## src/rtl/can_accept_pkg.sv

```systemverilog
`timescale 1ns/1ps
package can_accept_pkg;
  localparam int ID_W  = 29;
  localparam int STD_W = 11;

  // Identifier bits that take part in the comparison for a given format.
  function automatic logic [ID_W-1:0] fmt_care(input logic ext);
    if (ext) return '1;
    return {{STD_W{1'b1}}, {(ID_W-STD_W){1'b0}}};
  endfunction

  // Identifier value stored into a group box on acceptance.
  function automatic logic [ID_W-1:0] stored_id(input logic [ID_W-1:0] id,
                                                input logic ext);
    return id & fmt_care(ext);
  endfunction
endpackage

```

## src/rtl/can_box_match.sv

```systemverilog
`timescale 1ns/1ps
module can_box_match
  import can_accept_pkg::*;
(
  input  logic [ID_W-1:0] rx_id,
  input  logic            rx_ext,
  input  logic            rx_remote,
  input  logic [ID_W-1:0] box_id,
  input  logic            box_ext,
  input  logic            box_remote,
  input  logic            box_tx,
  input  logic            in_range,
  input  logic [ID_W-1:0] ign_mask,
  output logic            match
);
  logic [ID_W-1:0] care;
  logic            id_eq;

  always_comb begin
    care  = fmt_care(rx_ext) & ~ign_mask;
    id_eq = ((rx_id ^ box_id) & care) == '0;
    match = in_range && !box_tx && (box_ext == rx_ext) &&
            (box_remote == rx_remote) && id_eq;
  end
endmodule

```

## src/rtl/can_lowest_pick.sv

```systemverilog
`timescale 1ns/1ps
module can_lowest_pick #(
  parameter int N = 16,
  localparam int W = (N > 1) ? $clog2(N) : 1
) (
  input  logic         clk,
  input  logic         rst,
  input  logic [N-1:0] req,
  output logic         found,
  output logic [W-1:0] idx
);
  always_comb begin
    found = 1'b0;
    idx   = '0;
    for (int i = N - 1; i >= 0; i--) begin
      if (req[i]) begin
        found = 1'b1;
        idx   = W'(i);
      end
    end
  end

  // the chosen request is set and no lower one is
  p_lowest_r9: assert property (@(posedge clk) disable iff (rst)
    found |-> (req[idx] && ((req & ((N'(1) << idx) - N'(1))) == '0)));
  p_none_r12: assert property (@(posedge clk) disable iff (rst)
    !found |-> (req == '0));
endmodule

```

## src/rtl/can_accept_filter.sv

```systemverilog
`timescale 1ns/1ps
module can_accept_filter
  import can_accept_pkg::*;
#(
  parameter int NBOX = 16,
  parameter int NGRP = 2,
  localparam int BOXW = $clog2(NBOX)
) (
  input  logic                 clk,
  input  logic                 rst,
  input  logic                 frame_end,
  input  logic [ID_W-1:0]      rx_id,
  input  logic                 rx_ext,
  input  logic                 rx_remote,
  input  logic [BOXW-1:0]      last_box,
  input  logic [NBOX*ID_W-1:0] box_id_flat,
  input  logic [NBOX-1:0]      box_ext,
  input  logic [NBOX-1:0]      box_remote,
  input  logic [NBOX-1:0]      box_tx,
  input  logic [NGRP-1:0]      grp_en,
  input  logic [NGRP*BOXW-1:0] grp_box_flat,
  input  logic [NGRP*ID_W-1:0] grp_mask_flat,
  output logic                 result_valid,
  output logic                 hit,
  output logic [BOXW-1:0]      hit_box,
  output logic                 id_load,
  output logic [ID_W-1:0]      id_load_value
);
  logic [NBOX-1:0] is_grp;
  logic [ID_W-1:0] ign_mask [NBOX];
  logic [NBOX-1:0] match;
  logic            any_hit;
  logic [BOXW-1:0] pick_idx;

  for (genvar b = 0; b < NBOX; b++) begin : g_box
    // Group resolution; lower group index overrides
    always_comb begin
      is_grp[b]   = 1'b0;
      ign_mask[b] = '0;
      for (int g = NGRP - 1; g >= 0; g--) begin
        if (grp_en[g] && (grp_box_flat[g*BOXW +: BOXW] == BOXW'(b))) begin
          is_grp[b]   = 1'b1;
          ign_mask[b] = grp_mask_flat[g*ID_W +: ID_W];
        end
      end
    end

    can_box_match u_match (
      .rx_id      (rx_id),
      .rx_ext     (rx_ext),
      .rx_remote  (rx_remote),
      .box_id     (box_id_flat[b*ID_W +: ID_W]),
      .box_ext    (box_ext[b]),
      .box_remote (box_remote[b]),
      .box_tx     (box_tx[b]),
      .in_range   (BOXW'(b) <= last_box),
      .ign_mask   (ign_mask[b]),
      .match      (match[b])
    );
  end

  can_lowest_pick #(.N(NBOX)) u_pick (
    .clk   (clk),
    .rst   (rst),
    .req   (match),
    .found (any_hit),
    .idx   (pick_idx)
  );

  always_ff @(posedge clk) begin
    if (rst) begin
      result_valid  <= 1'b0;
      hit           <= 1'b0;
      hit_box       <= '0;
      id_load       <= 1'b0;
      id_load_value <= '0;
    end else begin
      result_valid <= frame_end;
      id_load      <= frame_end && any_hit && is_grp[pick_idx];
      if (frame_end) begin
        hit           <= any_hit;
        hit_box       <= pick_idx;
        id_load_value <= stored_id(rx_id, rx_ext);
      end
    end
  end

  p_range_r3: assert property (@(posedge clk) disable iff (rst)
    (frame_end && any_hit) |-> (pick_idx <= last_box));
  p_tx_excluded_r6: assert property (@(posedge clk) disable iff (rst)
    (frame_end && any_hit) |-> !box_tx[pick_idx]);
  p_valid_r2: assert property (@(posedge clk) disable iff (rst)
    frame_end |=> result_valid);
  p_hold_r2: assert property (@(posedge clk) disable iff (rst)
    !frame_end |=> (!result_valid && $stable(hit) && $stable(hit_box)));
  p_load_r10: assert property (@(posedge clk) disable iff (rst)
    id_load |-> (result_valid && hit));
endmodule

```

## config.mk

```make
export PLATFORM = sky130hd
export DESIGN_NAME = can_accept_filter
export DESIGN_NICKNAME = d
export VERILOG_FILES = /design/src/rtl/can_accept_pkg.sv /design/src/rtl/can_box_match.sv /design/src/rtl/can_lowest_pick.sv /design/src/rtl/can_accept_filter.sv
export SDC_FILE = /design/constraint.sdc
export NUM_CORES = 1
export LEC_CHECK = 0
export ABC_CLOCK_PERIOD_IN_PS = 10000
export BUFFER_PORTS_ARGS = -buffer_cell sky130_fd_sc_hd__buf_2
export CAP_MARGIN = 20
export CORE_AREA = 2 2 257 259
export CTS_BUF_LIST = sky130_fd_sc_hd__clkbuf_4 sky130_fd_sc_hd__clkbuf_8
export CTS_CLUSTER_SIZE = 30
export DETAILED_ROUTE_END_ITERATION = 7
export DIE_AREA = 0 0 259 261
export SYNTH_ARGS = -nofsm -noshare
export SYNTH_HDL_FRONTEND = slang
export SYNTH_SLANG_ARGS = --single-unit
export TNS_END_PERCENT = 20
```

## constraint.sdc

```tcl
create_clock -name clk -period 10 [get_ports clk]
set_input_delay 0.5 -clock clk [delete_from_list [all_inputs] [get_ports clk]]
set_output_delay 0.5 -clock clk [all_outputs]
set_load 0.02 [all_outputs]
```

Yosys cells after proc, flatten, opt, wreduce, memory -nomap -nowiden
Cells that the tools add are included.

operators by class
  $lt $le $gt $ge = 17
  equality and inequality tests = 62
  muxes and demuxes = 106
  bitwise gates (word level) = 65
  reduce and logical (&&, ||, !) cells = 132

operators with widths
  operator                                                        count
  two-way mux 29 bit                                              37
  AND 29 bit                                                      33
  logical NOT 29 bit                                              16
  NOT 29 bit                                                      16
  bitwise XOR 29 bit                                              16
  logical AND 1 bit                                               98
  == test 4 bit (second input constant)                           16
  two-way mux 4 bit                                               16
  two-way mux 1 bit                                               52
  == test 1 bit                                                   32
  == test 4 x 3 -> 1 bit (second input constant)                  8
  less-or-equal comparator 4 bit (first input constant)           8
  == test 4 x 2 -> 1 bit (second input constant)                  4
  less-or-equal comparator 3 x 4 -> 1 bit (first input constant)  4
  logical NOT 1 bit                                               16
  == test 4 x 1 -> 1 bit (second input constant)                  2
  less-or-equal comparator 1 x 4 -> 1 bit (first input constant)  2
  less-or-equal comparator 2 x 4 -> 1 bit (first input constant)  2
  logical NOT 4 bit                                               2
  less-than comparator 4 x 5 -> 1 bit (second input constant)     1
  binary-select mux 1 bit (select 4 bit)                          1

word-level totals
  flip-flop bits (word level) = 36
  input bits = 618
  output and inout bits = 36
  logic and storage cells = 387

Depth between registers and ports, before layout
Gate-level depths: netlist of run 1.

  depth after elaboration = 28
  mapped depth = 19
  mapped depth without buffers = 14

Hierarchy
From an unflattened synthesis of run 1, not the netlist that was laid out.

unflattened totals
  cells, all modules = 1840
  area total of the unflattened synthesis = 13694.4 um^2

modules (own cells, without submodules)
  module             instances  cells each  area each (um^2)  sequential area each (um^2)
  can_accept_filter  1          927         6929.1            720.7
  can_box_match      16         55          411.6             0.0
  can_lowest_pick    1          33          178.9             0.0

Worst setup path after synthesis of run 1
Ideal clock, no wire load.

  path kind = input to register
  from = in rx_id[23]
  to = reg id_load
  library setup time = 0.122 ns
  data arrival time = 3.890 ns
  setup slack = 5.988 ns
  cell stages on the path = 16
  buffers on the path = 3
  cell sequence = clkbuf_1 > clkbuf_1 > xnor2_1 > a21oi_1 > and2_1 > a2111oi_0 > nand2_1 > a2111oi_0 > nor4b_1 > a21oi_1 > a21oi_2 > buf_6 > mux2i_1 > mux2i_1 > a32o_1 > a311o_1

between the ends
  longest elaborated chain between the ends = 23
  elaborated cells between the ends (all ways) = 100
  classes of those cells = mux: 34; bitwise: 32; reduce/logical: 34

RTL lines
  item                                     RTL line                 source
  from (decl)                              can_accept_filter.sv:12  input logic [ID_W-1:0] rx_id,
  bitwise XOR 29 bit                       can_box_match.sv:21      id_eq = ((rx_id ^ box_id) & care) == '0;
  AND 29 bit                               can_box_match.sv:21
  logical NOT 29 bit                       can_box_match.sv:21
  logical AND 1 bit                        can_box_match.sv:23      (box_remote == rx_remote) && id_eq;
  two-way mux 4 bit (16 in a row)          can_lowest_pick.sv:16    if (req[i]) begin
  binary-select mux 1 bit (select 4 bit)   can_accept_filter.sv:79  id_load <= frame_end && any_hit && is_grp[pick_idx];
  two-way mux 1 bit (not written as such)  can_accept_filter.sv:79
  logical AND 1 bit (*)                    can_accept_filter.sv:79
  to (signal assigned)                     can_accept_filter.sv:79
  to (decl)                                can_accept_filter.sv:26  output logic id_load,

Mark *: on every way between the ends. The rest lies on a longest branch, timed or not. The select of a mux whose other input is x is not followed.
A chain may end at the register's enable or synchronous reset.

Worst setup path after layout of run 1
  from = in grp_box_flat[2]
  to = reg id_load

between the ends
  longest elaborated chain between the ends = 27
  elaborated cells between the ends (all ways) = 180
  classes of those cells = eq/ne: 15; mux: 66; bitwise: 48; reduce/logical: 51

RTL lines
  item                                     RTL line                 source
  from (decl)                              can_accept_filter.sv:21  input logic [NGRP*BOXW-1:0] grp_box_flat,
  == test 4 bit                            can_accept_filter.sv:41  if (grp_en[g] && (grp_box_flat[g*BOXW +: BOXW] == BOXW'(b))) begin
  logical AND 1 bit                        can_accept_filter.sv:41
  two-way mux 29 bit                       can_accept_filter.sv:41
  NOT 29 bit                               can_box_match.sv:20      care = fmt_care(rx_ext) & ~ign_mask;
  AND 29 bit                               can_box_match.sv:20
  AND 29 bit                               can_box_match.sv:21
  logical NOT 29 bit                       can_box_match.sv:21
  logical AND 1 bit                        can_box_match.sv:23
  two-way mux 4 bit (16 in a row)          can_lowest_pick.sv:16
  binary-select mux 1 bit (select 4 bit)   can_accept_filter.sv:79
  two-way mux 1 bit (not written as such)  can_accept_filter.sv:79
  logical AND 1 bit (*)                    can_accept_filter.sv:79

Marks and branches as above.

==> flow_metrics.env, run 1 <==
export IMPL_setup_tns_final_ns=0
export IMPL_syn2layout_area_growth_pct=24.7
export IMPL_synth_compound_area_share_pct=37.0
export IMPL_status="completed"
export IMPL_track_usage_pct=38.1
export IMPL_final_common_cell="buf_2"
export IMPL_critical_path_peak_fanout=20
export IMPL_wl_met3_mm=15.4
export IMPL_drc=0
export IMPL_synth_edf_count=0
export IMPL_setup_viol=0
export IMPL_vias=22900
export IMPL_gp_congestion=1.05
export IMPL_maxUsedRoutingLayer="met5"
export IMPL_finClkSkew_ns=0
export IMPL_root_buffer="clkbuf_8"
export IMPL_ys_seq_area_share_pct=4.66
export IMPL_die_x_um=259
export IMPL_wl_met2_mm=62.8
export IMPL_insertion_delay_ns=0.31
export IMPL_routed_wl_mm=136
export IMPL_fin_crit_ns=5.73
export IMPL_post_synth_inst_count=2215
export IMPL_ys_types=100
export IMPL_finalHoldViolCount=0
export IMPL_worstMarginPinSlew_ns=1.38
export IMPL_rsz0062_at_grt="no"
export IMPL_place_inst=3538
export IMPL_m1WireLength_mm=49.4
export IMPL_yosys_register_bits=36
export IMPL_grt_ovfl_total=0
export IMPL_clk_pin_slew_worst_paths_ns=0.10
export IMPL_synth_xor_area_share_pct=28.1
export IMPL_clock_sinks=36
export IMPL_avgSynthCellArea_sq_um=6.99
export IMPL_startpoint_type="primary input"
export IMPL_worstPathRequired_ns=10.22
export IMPL_min_path_type="flop to flop"
export IMPL_yosysTopAreaCellShare_pct=23.1
export IMPL_ant_nets=0
export IMPL_maxSlewViolCount=0
export IMPL_path_class="primary input to flop"
export IMPL_most_common_layout_cells="buf_2 (654), xnor2_1 (409), a221oi_1 (148), nor2_1 (128), nand2_1 (123)"
export IMPL_arrival_ns=5.94
export IMPL_holdBufCountCts=0
export IMPL_irDropWorstVdd_v=0.0000484
export IMPL_power_mw=1.34
export IMPL_fin_cells=3559
export IMPL_core_area_sq_um=65000
export IMPL_grt_max_degree=40
export IMPL_post_cts_setup_buffer_count=0
export IMPL_end_kind="flop"
export IMPL_row_count=94
export IMPL_synth_warnings=0
export IMPL_firstDrtPassIters=6
export IMPL_hpwl_mm=105
export IMPL_cts_tree="done"
export IMPL_synth_simple_area_share_pct=20.7
export IMPL_numPortBuffers=653
export IMPL_max_slew_margin_pct=6.77
export IMPL_synthTopCellsByArea="xnor2_1 (23%), a221oi_1 (8.4%), xor2_1 (5.0%)"
export IMPL_start_util_pct=23.8
export IMPL_cts_buffers=5
export IMPL_synth_top_family_by_area="compound AO/OA/AOI/OAI gates"
export IMPL_ys_flop_type="dfxtp_1"
export IMPL_synth_fa_ha_area_share_pct=0
export IMPL_drv_cap=0
export IMPL_finalNetCount=3301
export IMPL_fmax_mhz=175
export IMPL_synth_area_mux_share_pct=1.50
export IMPL_htreeDepth=2
export IMPL_first_global_vias=22200
export IMPL_dieArea_sq_um=67600
export IMPL_power_density_nw_per_um2=69.6
export IMPL_leakagePower_nw=7.16
export IMPL_die_y_um=261
export IMPL_wl_per_cell_um=38.3
export IMPL_ys_async_sr_fraction_pct=0
export IMPL_cts_buffer_depth=2
export IMPL_netlist_area_sq_um=15500
export IMPL_final_period_utilization_pct=57.3
export IMPL_synth_nets=2833
export IMPL_num_io_pins=654
export IMPL_grt_pass1_wl_mm=180
export IMPL_cts_resized_gates=0
export IMPL_drive_gt1_share_pct=28.5
export IMPL_yosysTopAreaCell="xnor2_1"
export IMPL_antenna_found_initial=19
export IMPL_drtIter0Drc=3331
export IMPL_hold_ws_ns=0.470
export IMPL_avgViaCountPerCell=6.42
[cell type report]
cell class / instances / area [sq um]
Tap cell: 864 / 1080
Clock buffer: 5 / 68.8
Sequential cell: 36 / 721
Fill cell: 7397 / 45700
Timing Repair Buffer: 712 / 3710
Multi-Input combinational cell: 1893 / 13600
Antenna cell: 11 / 27.5
Clock inverter: 3 / 18.8
Inverter: 35 / 131
[where the power goes]
group,switching (mW),internal [mW],leakage (nW)
sequential,0.00289,0.149,0.294
combinational,0.696,0.375,6.82
clock,0.0723,0.0490,0.0480
total,0.771,0.573,7.16
[cell usage after synthesis, drive strengths merged (20+ instances only)]
cell type and number:
nor3 43, nor4 48, clkbuf 163, a21oi 121
a221o 31, nor2b 30, xor2 88, nand4 38
nor2 135, or4 23, a22o 20, dfxtp 36
a31oi 99, xnor2 409, a211oi 47, o21ai 95
mux2i 21, a221oi 148, nand3 48, buf 88
and2 24, o22ai 30, inv 35, nand2 123
[flip-flops by register name, indices dropped and copies added, names as in the netlist]
register       flops
id_load_value     29
hit_box            4
hit                1
id_load            1
result_valid       1
[metrics by stage]
stage	area (sq um)	setup slack, ns	util (%)
after detailed placement	19200	4.07	29.5
after floorplan	15500	5.99	-
after global routing	19300	4.02	29.7
after global placement	19200	4.11	29.5
final	19300	4.27	29.7
after CTS	19300	4.43	29.6
[metal layers]
metal / up-vias / global-route usage [%]
met5: - / 0
met4: 14 / 20.2
met3: 472 / 10.2
met2: 1956 / 64.4
met1: 11000 / 44.0
li1: 9404 / -
[logic make-up after synthesis]
group / after synthesis
buffers and inverters: 286
DFF: 36
and+or+nand+nor: 595
muxes: 23
xor gates and xnor gates: 497
AOI/OAI and AO/OA: 778
[path summary, 6_finish.rpt]
path                                       from          to  slack [ns]  depth (start not counted)
worst max-delay path            grp_box_flat[2]     id_load        4.27                         16
worst min-delay path                        hit         hit        0.47                          1
worst max register to register       hit_box[0]  hit_box[0]        9.31                          2
worst min register to register              hit         hit        0.47                          1
[critical path: stages]
cell and delay, ns:
buf_2 0.35, nand4b_1 0.54, nor2_1 0.08, buf_4 0.23, nor2_1 0.76, a221oi_1 0.16, or4_1 0.59, o41ai_2 0.53
nand3_1 0.19, a41oi_1 0.24, o21ai_0 0.15, a21oi_2 0.61, mux2_2 0.41, a31oi_1 0.14, o21ai_0 0.09, a311o_1 0.37
No activity file was read; power rests on OpenSTA's default activity.
==> run 2: changes to the inputs <==
Settings changed: ABC_CLOCK_PERIOD_IN_PS 10000 to 5550, CORE_AREA 2 2 257 259 to 2 2 252 254, DIE_AREA 0 0 259 261 to 0 0 254 256.
Clock period 10 ns to 5.55 ns, I/O delays scaled along.
==> flow_metrics.env, run 2 (same netlist as run 1, synthesis figures left out) <==
export IMPL_status="completed"
export IMPL_hold_depth=2
export IMPL_grt_max_degree=61
export IMPL_rsz0062_at_grt="no"
export IMPL_drc=0
export IMPL_nFillCells=7210
export IMPL_finalNetCount=3365
export IMPL_insertion_delay_ns=0.30
export IMPL_holdBufCountCts=0
export IMPL_fin_crit_ns=5.12
export IMPL_hold_path_startpoint="rst"
export IMPL_max_slew_margin_pct=31.3
export IMPL_numPortBuffers=653
export IMPL_vias=23100
export IMPL_avgViaCountPerCell=6.39
export IMPL_cts_resized_gates=0
export IMPL_ff2ff_path_depth=1
export IMPL_finClkSkew_ns=0
export IMPL_place_inst=3586
export IMPL_startpoint_type="primary input"
export IMPL_final_period_utilization_pct=92.3
export IMPL_dieArea_sq_um=65000
export IMPL_core_area_sq_um=62400
export IMPL_min_path_type="primary input to flop"
export IMPL_track_usage_pct=39.3
export IMPL_die_y_um=256
export IMPL_row_count=92
export IMPL_maxSlewViolCount=0
export IMPL_cp_buffers_inverters=3
export IMPL_setup_tns_final_ns=0
export IMPL_syn2layout_area_growth_pct=27.9
export IMPL_register_area_sq_um=721
export IMPL_irDropWorstVdd_v=0.0000686
export IMPL_cts_buffers=5
export IMPL_critical_path_peak_fanout=20
export IMPL_end_kind="flop"
export IMPL_die_x_um=254
export IMPL_grt_ovfl_total=0
export IMPL_drtIter0Drc=3162
export IMPL_finalHoldViolCount=0
export IMPL_rr_endpoint="id_load_value[11]"
export IMPL_most_common_layout_cells="buf_2 (653), xnor2_1 (409), a221oi_1 (148), nor2_1 (128), nand2_1 (123)"
export IMPL_r2r_start="id_load_value[11]"
export IMPL_firstDrtPassIters=7
export IMPL_start_util_pct=24.8
export IMPL_first_global_vias=22700
export IMPL_crit_chain="buf_2, or3b_2, nor2_2, buf_4, a21oi_1, a22oi_1, nand4_1, o41ai_1, buf_4, nand4b_1, a31oi_1, o21ai_1, a21oi_2, mux2_2, a31oi_1, o21ai_0, a311o_1"
export IMPL_fmax_mhz=195
export IMPL_final_common_cell="buf_2"
export IMPL_arrival_ns=5.35
export IMPL_htreeDepth=2
export IMPL_cts_tree="done"
export IMPL_gp_congestion=1.09
export IMPL_drv_cap=0
export IMPL_cts_buffer_depth=2
export IMPL_leakagePower_nw=7.49
export IMPL_antenna_found_initial=27
export IMPL_grt_pass1_wl_mm=180
export IMPL_worstPathRequired_ns=5.77
export IMPL_cpMaxStageDelayCell="or3b_2"
export IMPL_drive_gt1_share_pct=30.2
export IMPL_hold_end="id_load_value[19]"
export IMPL_fin_cells=3611
export IMPL_top_regs="id_load_value x29, hit_box x4"
export IMPL_cpLargestDelayFamily="compound AO/OA/AOI/OAI gates"
export IMPL_reg2reg_slack_ns=4.92
export IMPL_largest_reg_flops=29
export IMPL_num_io_pins=654
export IMPL_power_density_nw_per_um2=123
export IMPL_root_buffer="clkbuf_8"
export IMPL_setup_viol=0
export IMPL_ant_nets=0
export IMPL_clock_sinks=36
export IMPL_routed_wl_mm=134
export IMPL_critPathMaxStageDelay_ns=0.55
export IMPL_power_mw=2.44
export IMPL_wl_per_cell_um=37.1
export IMPL_multiInputGateArea_sq_um=13600
export IMPL_post_cts_setup_buffer_count=0
export IMPL_clk_pin_slew_worst_paths_ns=0.10
export IMPL_hpwl_mm=108
export IMPL_worstMarginPinSlew_ns=1.00
export IMPL_regMostFlops="id_load_value"
export IMPL_path_class="primary input to flop"
run 2: changes by cell type in the layout (fill, tap and decap cells not counted), sizes merged:
cell,delta
buf,+64
diode,+6
run 2: routing by layer:
metal / vias to the layer above / share of wire, % / track usage (%)
li1: 9535 / - / -
met1: 11000 / 36 / 46.1
met2: 2066 / 45 / 63.8
met3: 489 / 12 / 10.7
met4: 22 / 7.0 / 22.9
met5: - / 0.11 / 0
run 2: worst max-delay path by stage:
stage              start      end  cells past startpoint
2_1_floorplan  rx_id[23]  id_load                     16
3_3_place_gp   grp_en[0]  id_load                     17
3_5_place_dp   grp_en[0]  id_load                     17
4_1_cts        grp_en[0]  id_load                     17
5_1_grt        grp_en[0]  id_load                     17
6_report       grp_en[0]  id_load                     17
run 2: where the power goes:
part	total [mW]	switching [mW]	internal, mW	leakage, nW
Sequential	0.274	0.00546	0.268	0.294
Combinational	1.96	1.26	0.700	7.15
Clock	0.207	0.119	0.0879	0.0480
run 2: final cells by class:
type                       instances  area share [%]
inverter                          35           0.664
multi-input combinational       1893            68.5
clock buffer                       5           0.348
antenna                           17           0.215
clock inverter                     3          0.0948
tap                              846            5.35
timing repair buffer             776            21.2
sequential                        36            3.64
run 2: per-stage QoR:
step           area [sq um]  utilization (%)  hold WS (ns)  setup slack, ns
2_1_floorplan         15500                -         0.350             1.76
5_1_grt               19800             31.7         0.335            0.322
3_3_place_gp          19700             31.5         0.432            0.331
4_1_cts               19800             31.7         0.321            0.613
3_5_place_dp          19700             31.5         0.447            0.273
6_report              19800             31.7         0.332            0.425
